`src/rtl/regsb_pkg.sv`:
```
package regsb_pkg;

   // Selects how register index 0 is treated by the scoreboard.
   typedef enum logic {
      ZR_HARDWIRED = 1'b0,   // index 0 reads as constant, never tracked
      ZR_ORDINARY  = 1'b1    // index 0 is tracked like any other register
   } zero_mode_e;

   localparam int unsigned DEF_NUM_REGS = 32;
   localparam int unsigned DEF_NUM_SRC  = 2;

   // True when v is a power of two and at least two.
   function automatic bit is_pow2(input int unsigned v);
      return (v >= 2) && ((v & (v - 1)) == 0);
   endfunction

endpackage

```
`src/rtl/regsb_idx_dec.sv`:
```
// Index-to-one-hot decoder with enable; zero-register handling picked by parameter.
module regsb_idx_dec #(
   parameter int unsigned         NUM_REGS  = regsb_pkg::DEF_NUM_REGS,
   parameter regsb_pkg::zero_mode_e ZERO_MODE = regsb_pkg::ZR_HARDWIRED,
   localparam int unsigned        IDX_W     = $clog2(NUM_REGS)
) (
   input  logic                en_i,
   input  logic [IDX_W-1:0]    idx_i,
   output logic [NUM_REGS-1:0] vec_o
);

   logic [NUM_REGS-1:0] raw;

   always_comb begin
      raw = '0;
      if (en_i) raw[idx_i] = 1'b1;
   end

   generate
      if (ZERO_MODE == regsb_pkg::ZR_HARDWIRED) begin : g_zero_hw
         assign vec_o = {raw[NUM_REGS-1:1], 1'b0};
      end else begin : g_zero_plain
         assign vec_o = raw;
      end
   endgenerate

endmodule

```
`src/rtl/regsb_src_probe.sv`:
```
// Looks up one source index in the effective busy view.
module regsb_src_probe #(
   parameter int unsigned NUM_REGS = regsb_pkg::DEF_NUM_REGS,
   localparam int unsigned IDX_W   = $clog2(NUM_REGS)
) (
   input  logic [NUM_REGS-1:0] view_i,
   input  logic [IDX_W-1:0]    idx_i,
   output logic                hit_o
);

   assign hit_o = view_i[idx_i];

endmodule

```
`src/rtl/regsb_busy_vec.sv`:
```
// Busy flag storage; a set in the same cycle as a clear wins.
module regsb_busy_vec #(
   parameter int unsigned NUM_REGS = regsb_pkg::DEF_NUM_REGS
) (
   input  logic                clk,
   input  logic                rst_n,
   input  logic [NUM_REGS-1:0] set_i,
   input  logic [NUM_REGS-1:0] clr_i,
   output logic [NUM_REGS-1:0] busy_o
);

   logic [NUM_REGS-1:0] busy_q;
   logic [NUM_REGS-1:0] busy_d;

   assign busy_d = (busy_q & ~clr_i) | set_i;

   always_ff @(posedge clk) begin
      if (!rst_n) busy_q <= '0;
      else        busy_q <= busy_d;
   end

   assign busy_o = busy_q;

endmodule

```
`src/rtl/regsb_interlock.sv`:
```
// Busy-bit scoreboard: holds decode on pending register writes.
module regsb_interlock #(
   parameter int unsigned           NUM_REGS  = regsb_pkg::DEF_NUM_REGS,
   parameter int unsigned           NUM_SRC   = regsb_pkg::DEF_NUM_SRC,
   parameter regsb_pkg::zero_mode_e ZERO_MODE = regsb_pkg::ZR_HARDWIRED,
   localparam int unsigned          IDX_W     = $clog2(NUM_REGS)
) (
   input  logic                     clk,
   input  logic                     rst_n,
   input  logic                     dec_valid_i,
   input  logic [NUM_SRC*IDX_W-1:0] dec_src_idx_i,
   input  logic [IDX_W-1:0]         dec_dst_idx_i,
   input  logic                     dec_dst_wr_i,
   input  logic                     wb_valid_i,
   input  logic [IDX_W-1:0]         wb_idx_i,
   output logic                     stall_o,
   output logic [NUM_REGS-1:0]      busy_o
);

   // Elaboration-time parameter checks.
   generate
      if (!regsb_pkg::is_pow2(NUM_REGS)) begin : g_bad_regs
         $error("regsb_interlock: NUM_REGS must be a power of two >= 2");
      end
      if (NUM_SRC < 1) begin : g_bad_src
         $error("regsb_interlock: NUM_SRC must be at least 1");
      end
   endgenerate

   logic [NUM_REGS-1:0] clr_vec;
   logic [NUM_REGS-1:0] set_vec;
   logic [NUM_REGS-1:0] busy_q;
   logic [NUM_REGS-1:0] busy_view;
   logic [NUM_SRC-1:0]  src_hit;
   logic                issue;

   // Write-back clear decode.
   regsb_idx_dec #(.NUM_REGS(NUM_REGS), .ZERO_MODE(ZERO_MODE)) u_clr_dec (
      .en_i  (wb_valid_i),
      .idx_i (wb_idx_i),
      .vec_o (clr_vec)
   );

   // Write-before-read: a register written this cycle already reads as free.
   assign busy_view = busy_q & ~clr_vec;

   // One lookup per source operand.
   generate
      for (genvar s = 0; s < NUM_SRC; s++) begin : g_src
         regsb_src_probe #(.NUM_REGS(NUM_REGS)) u_probe (
            .view_i (busy_view),
            .idx_i  (dec_src_idx_i[s*IDX_W +: IDX_W]),
            .hit_o  (src_hit[s])
         );
      end
   endgenerate

   assign stall_o = dec_valid_i & (|src_hit);
   assign issue   = dec_valid_i & ~stall_o;

   // Destination claim for an instruction leaving decode.
   regsb_idx_dec #(.NUM_REGS(NUM_REGS), .ZERO_MODE(ZERO_MODE)) u_set_dec (
      .en_i  (issue & dec_dst_wr_i),
      .idx_i (dec_dst_idx_i),
      .vec_o (set_vec)
   );

   regsb_busy_vec #(.NUM_REGS(NUM_REGS)) u_busy (
      .clk    (clk),
      .rst_n  (rst_n),
      .set_i  (set_vec),
      .clr_i  (clr_vec),
      .busy_o (busy_q)
   );

   assign busy_o = busy_q;

endmodule

```
`config.mk`:
```
export PLATFORM = sky130hd
export DESIGN_NAME = regsb_interlock
export DESIGN_NICKNAME = d
export VERILOG_FILES = /design/src/rtl/regsb_pkg.sv /design/src/rtl/regsb_idx_dec.sv /design/src/rtl/regsb_src_probe.sv /design/src/rtl/regsb_busy_vec.sv /design/src/rtl/regsb_interlock.sv
export SDC_FILE = /design/constraint.sdc
export NUM_CORES = 1
export LEC_CHECK = 0
export BUFFER_PORTS_ARGS = -buffer_cell sky130_fd_sc_hd__buf_2
export CORE_MARGIN = 3
export CORE_UTILIZATION = 57
export DETAILED_ROUTE_END_ITERATION = 10
export GPL_ROUTABILITY_DRIVEN = 0
export PLACE_DENSITY_LB_ADDON = 0.12
export SYNTH_ARGS = -nofsm -noshare
export SYNTH_HDL_FRONTEND = slang
export SYNTH_SLANG_ARGS = --single-unit
```
`constraint.sdc`:
```
create_clock -name clk -period 4.68 [get_ports clk]
set_clock_uncertainty 0.1 [all_clocks]
set_input_delay 0.702 -clock clk [delete_from_list [all_inputs] [get_ports clk]]
set_output_delay 0.702 -clock clk [all_outputs]
set_load 0.005 [all_outputs]
```
-- Yosys cells after proc, flatten, opt, wreduce, memory -nomap -nowiden
Index checks and enable logic that the tools add are counted.
W data, S select, Z words.
- reductions and logical operators: 3
- shift operators: 0
- add/sub/neg operators: 0
- divide/modulo/power cells: 0
- multipliers: 0
- equal/unequal tests: 0
- multiplexer cells: 10
- bitwise operators: 7
- magnitude comparators: 6
- operators by type and width (operator ; number):
    $mux W32 ; 2
    $and A32 B32 Y32 ; 1
    $not A32 Y32 ; 1
    $or A32 B32 Y32 ; 1
    $lt A5 B6 Y1 const B ; 4
    $bmux W1 S5 ; 2
    $demux W1 S5 ; 2
    $ge A5 B1 Y1 const B ; 2
    $mux W1 ; 4
    $and A1 B1 Y1 ; 3
    $logic_and A1 B1 Y1 ; 2
    $reduce_or A2 Y1 ; 1
    $not A1 Y1 ; 1
- bits in latches: 0
- memories kept: 0
- input port bits: 25
- ROM bits: 0
- memory bits (writable): 0
- flip-flop bits (word level): 32

-- Longest topological paths before layout
Gate-level depths: netlist (run 1).
- word-level depth: 16
- mapped depth: 9
- gate-level depth less buffers: 7

-- Cells and area by module
Synthesis (run 1) repeated with hierarchy kept, for this count alone.
- cell total of the unflattened synthesis: 311
- area, all modules: 2461.1 sq um
- modules (own cells, without submodules) (module ; instances ; cells an instance ; area each (sq um) ; seq. area each (sq um)):
    regsb_busy_vec ; 1 ; 99 ; 1114.8 ; 640.6
    regsb_src_probe ; 2 ; 41 ; 325.3 ; 0.0
    regsb_idx_dec ; 2 ; 48 ; 237.7 ; 0.0
    regsb_interlock ; 1 ; 34 ; 220.2 ; 0.0

-- Least setup slack after synthesis (run 1)
OpenSTA, ideal clock, no wires.
- path type: input to output
- start point: in wb_valid_i
- end point: out stall_o
- required time: 3878 ps
- setup slack: 1446 ps
- data arrival time: 2432 ps
- cell stages on the path: 9
- path through: buf_2 or4b_4 o21ai_2 mux4_2 nand2_1 a211oi_2 o2bb2ai_2 buf_2 and2_1
- cells in the longest elaborated chain, start to end: 7
- RTL lines (what ; line ; source):
    from (decl) ; regsb_interlock.sv:14 ; input logic wb_valid_i,
    $mux W32 (*) ; regsb_idx_dec.sv:16 ; if (en_i) raw[idx_i] = 1'b1;
    $not A32 Y32 (*) ; regsb_interlock.sv:45 ; assign busy_view = busy_q & ~clr_vec;
    $and A32 B32 Y32 (*) ; regsb_interlock.sv:45 ;
    $bmux W1 S5 ; regsb_src_probe.sv:11 ; assign hit_o = view_i[idx_i];
    $mux W1 (not written as such) ; regsb_src_probe.sv:11 ;
    $reduce_or A2 Y1 (*) ; regsb_interlock.sv:58 ; assign stall_o = dec_valid_i & (|src_hit);
    $and A1 B1 Y1 (*) ; regsb_interlock.sv:58 ;
    to (decl) ; regsb_interlock.sv:16 ; output logic stall_o,
Every way passes the cells marked *; elsewhere a longest branch is shown, timed or not. The select of a mux whose other input is x is not followed.

-- Worst setup path in the final report (run 1)
- start point: in wb_idx_i[3]
- end point: out stall_o
- cells in the longest elaborated chain, start to end: 11
- RTL lines (what ; line ; source):
    from (decl) ; regsb_interlock.sv:15 ; input logic [IDX_W-1:0] wb_idx_i,
    $lt A5 B6 Y1 (not written as such) or $ge A5 B1 Y1 (tied branches) ; regsb_idx_dec.sv:16 ;
    $logic_and A1 B1 Y1 (not written as such) ; regsb_idx_dec.sv:16 ;
    $mux W1 (not written as such) ; regsb_idx_dec.sv:16 ;
    $demux W1 S5 (*) ; - ;
    $mux W32 (*) ; regsb_idx_dec.sv:16 ;
    $not A32 Y32 (*) ; regsb_interlock.sv:45 ;
    $and A32 B32 Y32 (*) ; regsb_interlock.sv:45 ;
    $bmux W1 S5 ; regsb_src_probe.sv:11 ;
    $mux W1 (not written as such) ; regsb_src_probe.sv:11 ;
    $reduce_or A2 Y1 (*) ; regsb_interlock.sv:58 ;
    $and A1 B1 Y1 (*) ; regsb_interlock.sv:58 ;
Marked as above.

==> results.py, run 1 <==
metrics = {
    "run_status": {
        "status": "complete, no violations",
    },
    "worst_setup_path": {
        "arrival_ps": 2900,
        "cp_max_fo": 18,
        "start_kind": "primary input",
        "required_ps": 3880,
        "crit_path_end_kind": "primary output",
        "reg2reg_setup_slack_ps": 2270,
        "critPathKind": "in2out",
    },
    "detailed_routing": {
        "routedWlPerCell_um": 21.0,
        "drtIter0Drc": 411,
        "drc": 0,
        "ant_nets": 0,
        "vias": 2717,
        "via_per_inst": 7.32,
        "wl_um": 7800,
        "drtPass1Iterations": 5,
    },
    "timing": {
        "fin_setup_tns_ps": 0,
        "hold_viol": 0,
        "worst_pin_slew_ps": 728,
        "fmax_ghz": 0.270,
        "rsz0062_at_grt": "no",
        "period_needed_ps": 3700,
        "finalMaxSlewViolations": 0,
        "holdWs_ps": 458,
        "finalSetupViolCount": 0,
        "maxSlewHeadroom": 0.515,
        "fin_crit_sh": 0.791,
    },
    "cts": {
        "tritoncts": "yes",
        "cts_root_buf": "clkbuf_8",
        "clk_path_buf_depth": 2,
        "cts_resized": 0,
        "clkTransAtPathRegs_ps": 70,
        "clk_latency_ps": 290,
        "cts_buffers": 5,
        "htreeDepth": 2,
        "cts_setup_buffers": 0,
        "clock_sinks": 31,
        "cts_hold_buf": 0,
    },
    "floorplanning": {
        "die_h_um": 68.9,
        "die-area_sq_um": 4750,
        "die_w_um": 68.9,
        "io_pins": 58,
        "core_area_sq_um": 3740,
        "initial_utilization": 0.603,
        "rows": 22,
    },
    "global_routing": {
        "grt_max_degree": 31,
        "grt_pass1_vias": 2334,
        "grt_use_met2": 0.507,
        "grt_antenna_before_repair": 0,
        "track_usage": 0.342,
        "grt_pass1_wl_um": 12000,
        "grt_overflow": 0,
        "grtUsageMet1": 0.457,
        "grt-busiest-layer": "met2",
        "met3_usage": 0.110,
    },
    "cells_and_area": {
        "fin_cells": 371,
        "layout_common_cells": "56 x buf_2, 31 x dfxtp_1, 27 x nand2_1, 27 x o21ai_0, 22 x o211ai_1",
        "fill_cells": 341,
        "largest_reg_flops": 31,
        "final-seq-area_sq_um": 621,
        "layout_commonest_cell": "buf_2",
        "drive_gt1_frac": 0.269,
        "syn2layout_area_growth_pct": 14.9,
        "antenna_cells": 0,
        "nets": 347,
        "multiInputGateArea_sq_um": 1460,
    },
    "yosys": {
        "ys_seq_area_frac": 0.275,
        "syn-num-nets": 313,
        "synth_edf_count": 0,
        "syn_inst": 288,
        "ys_seq_elements": 31,
        "yosysUniqueCellTypes": 56,
        "yosysWarnings": 0,
        "avgSynthCellArea_sq_um": 7.83,
        "synth_ff_type": "dfxtp_1",
        "post_synth_instance_area_sq_um": 2260,
        "ys_async_sr_fraction": 0,
    },
    "pwr": {
        "power_density_nw_per_um2": 254,
        "p_sw_uw": 191,
        "clkPwrFrac": 0.426,
        "sw_frac_of_total": 0.289,
        "comb_power_share": 0.172,
        "p_leak_uw": 0.000955,
        "p_int_uw": 468,
        "p_seq_frac": 0.403,
        "finalPower_uw": 659,
        "ir_drop_v": 0.000187,
    },
    "placement": {
        "hpwl_um": 5600,
        "io_buffers": 56,
        "dp_cells": 363,
    },
    "worst_hold_path": {
        "hold_path.class": "reg2reg",
    },
    "flow_run": {
        "maxCapViolCount": 0,
    },
}
power by group through the flow:
stage,combinational [uW],sequential [uW],clock (uW)
floorplan,76.5,271,0
global placement,107,271,0
detailed placement,107,271,0
CTS,108,265,279
global route,121,265,290
finish,113,265,281
synthesized netlist by cell type (4+ instances only):
| cell | number | area, sq um |
|---|---|---|
| o211ai_1 | 22 | 165 |
| o22ai_1 | 12 | 75.1 |
| nand4_1 | 18 | 113 |
| buf_1 | 6 | 22.5 |
| nor2_1 | 9 | 33.8 |
| o31ai_2 | 10 | 125 |
| nor2b_1 | 4 | 25.0 |
| buf_2 | 5 | 25.0 |
| inv_1 | 10 | 37.5 |
| nand2_1 | 27 | 101 |
| o21ai_1 | 4 | 20.0 |
| nor3_1 | 5 | 25.0 |
| dfxtp_1 | 31 | 621 |
| or2_2 | 7 | 43.8 |
| o2111ai_1 | 6 | 52.6 |
| clkbuf_1 | 17 | 63.8 |
| o21a_1 | 8 | 60.1 |
| o21ai_0 | 27 | 135 |
| nand2b_1 | 4 | 25.0 |
metal layers:
metal / part of all wire / routed length, um
met1: 0.40 / 3150
met2: 0.43 / 3390
met3: 0.13 / 1020
met4: 0.031 / 238
met5: 0 / 0
per-stage QoR:
stage	area, sq um	util	setup WS [ps]
after CTS	2590	0.692	1080
after floorplan	2260	-	1450
final	2590	0.692	978
after detailed placement	2470	0.661	1120
after global placement	2470	0.661	1130
after global routing	2590	0.692	803
worst max-delay path, cell delays in order:
cell	delay, ps
buf_2	110
nand2_1	480
o21ai_0	350
o2111a_1	310
a2111oi_0	310
a311oi_1	120
o2bb2ai_2	250
and2_1	150
buf_2	100
cell type report:
cell class              instances  share of cell area
repair buffers                 57               0.111
clock inverters                 2              0.0135
inverters                      11              0.0159
well taps                      48              0.0232
multi-input cells             216               0.565
clock buffers                   6              0.0319
flip-flops and latches         31               0.239
kinds of logic after synthesis:
kind of cell	Yosys count	synth area share
AO/OA/AOI/OAI	118	0.394
AND/OR/NAND/NOR	93	0.230
buffers and inverters	41	0.0760
flip-flops	31	0.275
multiplexers	4	0.0233
other	1	0.00166
worst paths after layout:
kind / cells past startpoint / start / end
worst max-delay path: 9 / wb_idx_i[3] / stall_o
worst min-delay path: 2 / u_busy.busy_o[11]$_SDFF_PN0_ / u_busy.busy_o[11]$_SDFF_PN0_
worst max register to register: 7 / u_busy.busy_o[31]$_SDFF_PN0_ / u_busy.busy_o[6]$_SDFF_PN0_
worst min register to register: 2 / u_busy.busy_o[11]$_SDFF_PN0_ / u_busy.busy_o[11]$_SDFF_PN0_
Power figures use the tool's default switching activity.
==> run 2: changes to the inputs <==
--- a/config.mk
+++ b/config.mk
@@ -7,7 +7,7 @@
 export LEC_CHECK = 0
 export BUFFER_PORTS_ARGS = -buffer_cell sky130_fd_sc_hd__buf_2
 export CORE_MARGIN = 3
-export CORE_UTILIZATION = 57
+export CORE_UTILIZATION = 48
 export DETAILED_ROUTE_END_ITERATION = 10
 export GPL_ROUTABILITY_DRIVEN = 0
 export PLACE_DENSITY_LB_ADDON = 0.12
==> constraint.sdc (replaced) <==
create_clock -name clk -period 3.09 [get_ports clk]
set_clock_uncertainty 0.1 [all_clocks]
set_input_delay 0.4635 -clock clk [delete_from_list [all_inputs] [get_ports clk]]
set_output_delay 0.4635 -clock clk [all_outputs]
set_load 0.005 [all_outputs]
==> run 2 against run 1 <==
Net effect: worst hold slack got worse by 0.63 ps; routed wire length decreased by 1.2%; utilization down 9.3 points; combinational power grew 61%; sequential share of layout area shrank 0.66 points; clock power increased by 21%; sequential power is 52% higher; final cell count grew 4.0%; via count shrank 5.0%; sequential cell count is the same; critical path type unchanged; largest power group is now registers.
==> results.py, run 2 (synthesized netlist as in run 1, its figures left out) <==
metrics = {
    "global_routing": {
        "grt_max_degree": 32,
        "grtUsageMet1": 0.426,
        "met3_usage": 0.0730,
        "grt_use_met2": 0.400,
        "grt_overflow": 0,
        "grt_antenna_before_repair": 0,
        "track_usage": 0.287,
        "grt-busiest-layer": "met1",
        "grt_pass1_wl_um": 11900,
        "grt_pass1_vias": 2233,
    },
    "worst_setup_path": {
        "required_ps": 2530,
        "cpMaxStageDelayCell": "o21ai_0",
        "crit_path_end_kind": "primary output",
        "critPathKind": "in2out",
        "cp_common_cell": "buf_2",
        "arrival_ps": 2410,
        "cp_max_fo": 8,
        "path_cells": "buf_2 -> nand4bb_1 -> o21ai_0 -> mux4_2 -> nand2_1 -> a211oi_2 -> o2bb2ai_2 -> and2_1 -> buf_2",
        "cp_top_family": "compound AO/OA/AOI/OAI gates",
        "start_kind": "primary input",
        "critPathBufInv": 2,
        "max_stage_delay_ps": 390,
    },
    "cts": {
        "clock_sinks": 31,
        "clk_path_buf_depth": 2,
        "htreeDepth": 2,
        "tritoncts": "yes",
        "clkTransAtPathRegs_ps": 70,
        "cts_root_buf": "clkbuf_8",
        "clk_latency_ps": 290,
        "cts_hold_buf": 0,
        "cts_buffers": 5,
    },
    "floorplanning": {
        "rows": 24,
        "die-area_sq_um": 5560,
        "die_h_um": 74.6,
        "core_area_sq_um": 4440,
        "initial_utilization": 0.508,
        "die_w_um": 74.6,
        "io_pins": 58,
    },
    "run_status": {
        "status": "complete, no violations",
    },
    "cells_and_area": {
        "fill_cells": 424,
        "layout_common_cells": "56 x buf_2, 31 x dfxtp_1, 27 x nand2_1, 24 x o21ai_0, 22 x o211ai_1",
        "drive_gt1_frac": 0.299,
        "layout_commonest_cell": "buf_2",
        "largest_reg_flops": 31,
        "syn2layout_area_growth_pct": 18.1,
        "antenna_cells": 0,
        "post-route-util": 0.600,
        "final-seq-area_sq_um": 621,
        "multiInputGateArea_sq_um": 1470,
        "nets": 359,
    },
    "flow_run": {
        "maxCapViolCount": 0,
    },
    "detailed_routing": {
        "routedWlPerCell_um": 20.0,
        "vias": 2582,
        "drc": 0,
        "wl_um": 7700,
        "ant_nets": 0,
        "drtIter0Drc": 380,
        "via_per_inst": 6.69,
        "drtPass1Iterations": 5,
    },
    "timing": {
        "hold_viol": 0,
        "fmax_ghz": 0.336,
        "maxSlewHeadroom": 0.427,
        "finalMaxSlewViolations": 0,
        "setup_ws_ps": 118,
        "fin_crit_sh": 0.962,
        "period_needed_ps": 2970,
        "worst_pin_slew_ps": 857,
        "finalSetupViolCount": 0,
    },
    "pwr": {
        "power_density_nw_per_um2": 346,
        "finalPower_uw": 923,
        "p_leak_uw": 0.000995,
        "ir_drop_v": 0.000232,
    },
    "placement": {
        "place_ws_ps": 91.4,
        "io_buffers": 56,
        "hpwl_um": 5580,
    },
    "worst_hold_path": {
        "hold_path.class": "reg2reg",
    },
}
==> run 2: changes by cell type in the layout (fill, tap and decap cells not counted) <==
cell / before / now
o21ai_1: 4 / 6
bufinv_16: 1 / 0
o21ai_0: 27 / 24
buf_4: 1 / 13
nand4bb_1: 3 / 2
o21ai_2: 1 / 2
nand4bb_2: 0 / 1
==> run 2: metrics by stage <==
| stage | instance area, sq um | TNS (ps) | instances | hold WS, ps |
|---|---|---|---|---|
| finish | 2670 | 0 | 386 | 457 |
| floorplan | 2260 | 0 | 288 | 406 |
| global route | 2670 | -5.15 | 386 | 478 |
| CTS | 2640 | 0 | 384 | 454 |
| global placement | 2550 | 0 | 377 | 435 |
| detailed placement | 2550 | 0 | 377 | 449 |
==> run 2: worst register-to-register path: stages, from the launching register on <==
cell       delay (ps)
dfxtp_1           420
o211ai_1          120
a32o_1            250
a2111oi_0         440
a311oi_1          110
o2bb2ai_2         210
buf_4             390
o21ai_0           170
==> run 2: repair_timing <==
item	in CTS	in global routing
setup endpoints to repair	0	1
buffers inserted	0	2
resized for setup	0	5
==> run 2: path summary, 6_finish.rpt <==
| check | slack, ps | startpoint | depth (start not counted) | endpoint |
|---|---|---|---|---|
| worst min register to register | 460 | u_busy.busy_o[11]$_SDFF_PN0_ | 2 | u_busy.busy_o[11]$_SDFF_PN0_ |
| worst min-delay path | 460 | u_busy.busy_o[11]$_SDFF_PN0_ | 2 | u_busy.busy_o[11]$_SDFF_PN0_ |
| worst max-delay path | 120 | wb_idx_i[1] | 9 | stall_o |
| worst max register to register | 740 | u_busy.busy_o[31]$_SDFF_PN0_ | 7 | u_busy.busy_o[28]$_SDFF_PN0_ |
==> run 2: routing by layer <==
layer	part of all wire	vias up
met5	0	-
met4	0.023	0
met3	0.13	19
met2	0.43	188
met1	0.42	1164
li1	-	1211
==> run 2: area by class of cell <==
type | count | area share
Multi-Input combinational cell | 216 | 0.553
Tap cell | 52 | 0.0244
Sequential cell | 31 | 0.233
Clock buffer | 6 | 0.0310
Inverter | 11 | 0.0155
Timing Repair Buffer | 69 | 0.142
Clock inverter | 1 | 0.00188
==> run 2: power breakdown <==
| part | internal (uW) | switching, uW | leakage [uW] |
|---|---|---|---|
| Clock | 175 | 164 | 0.0000470 |
| Combinational | 53.9 | 128 | 0.000698 |
| Sequential | 401 | 1.05 | 0.000250 |
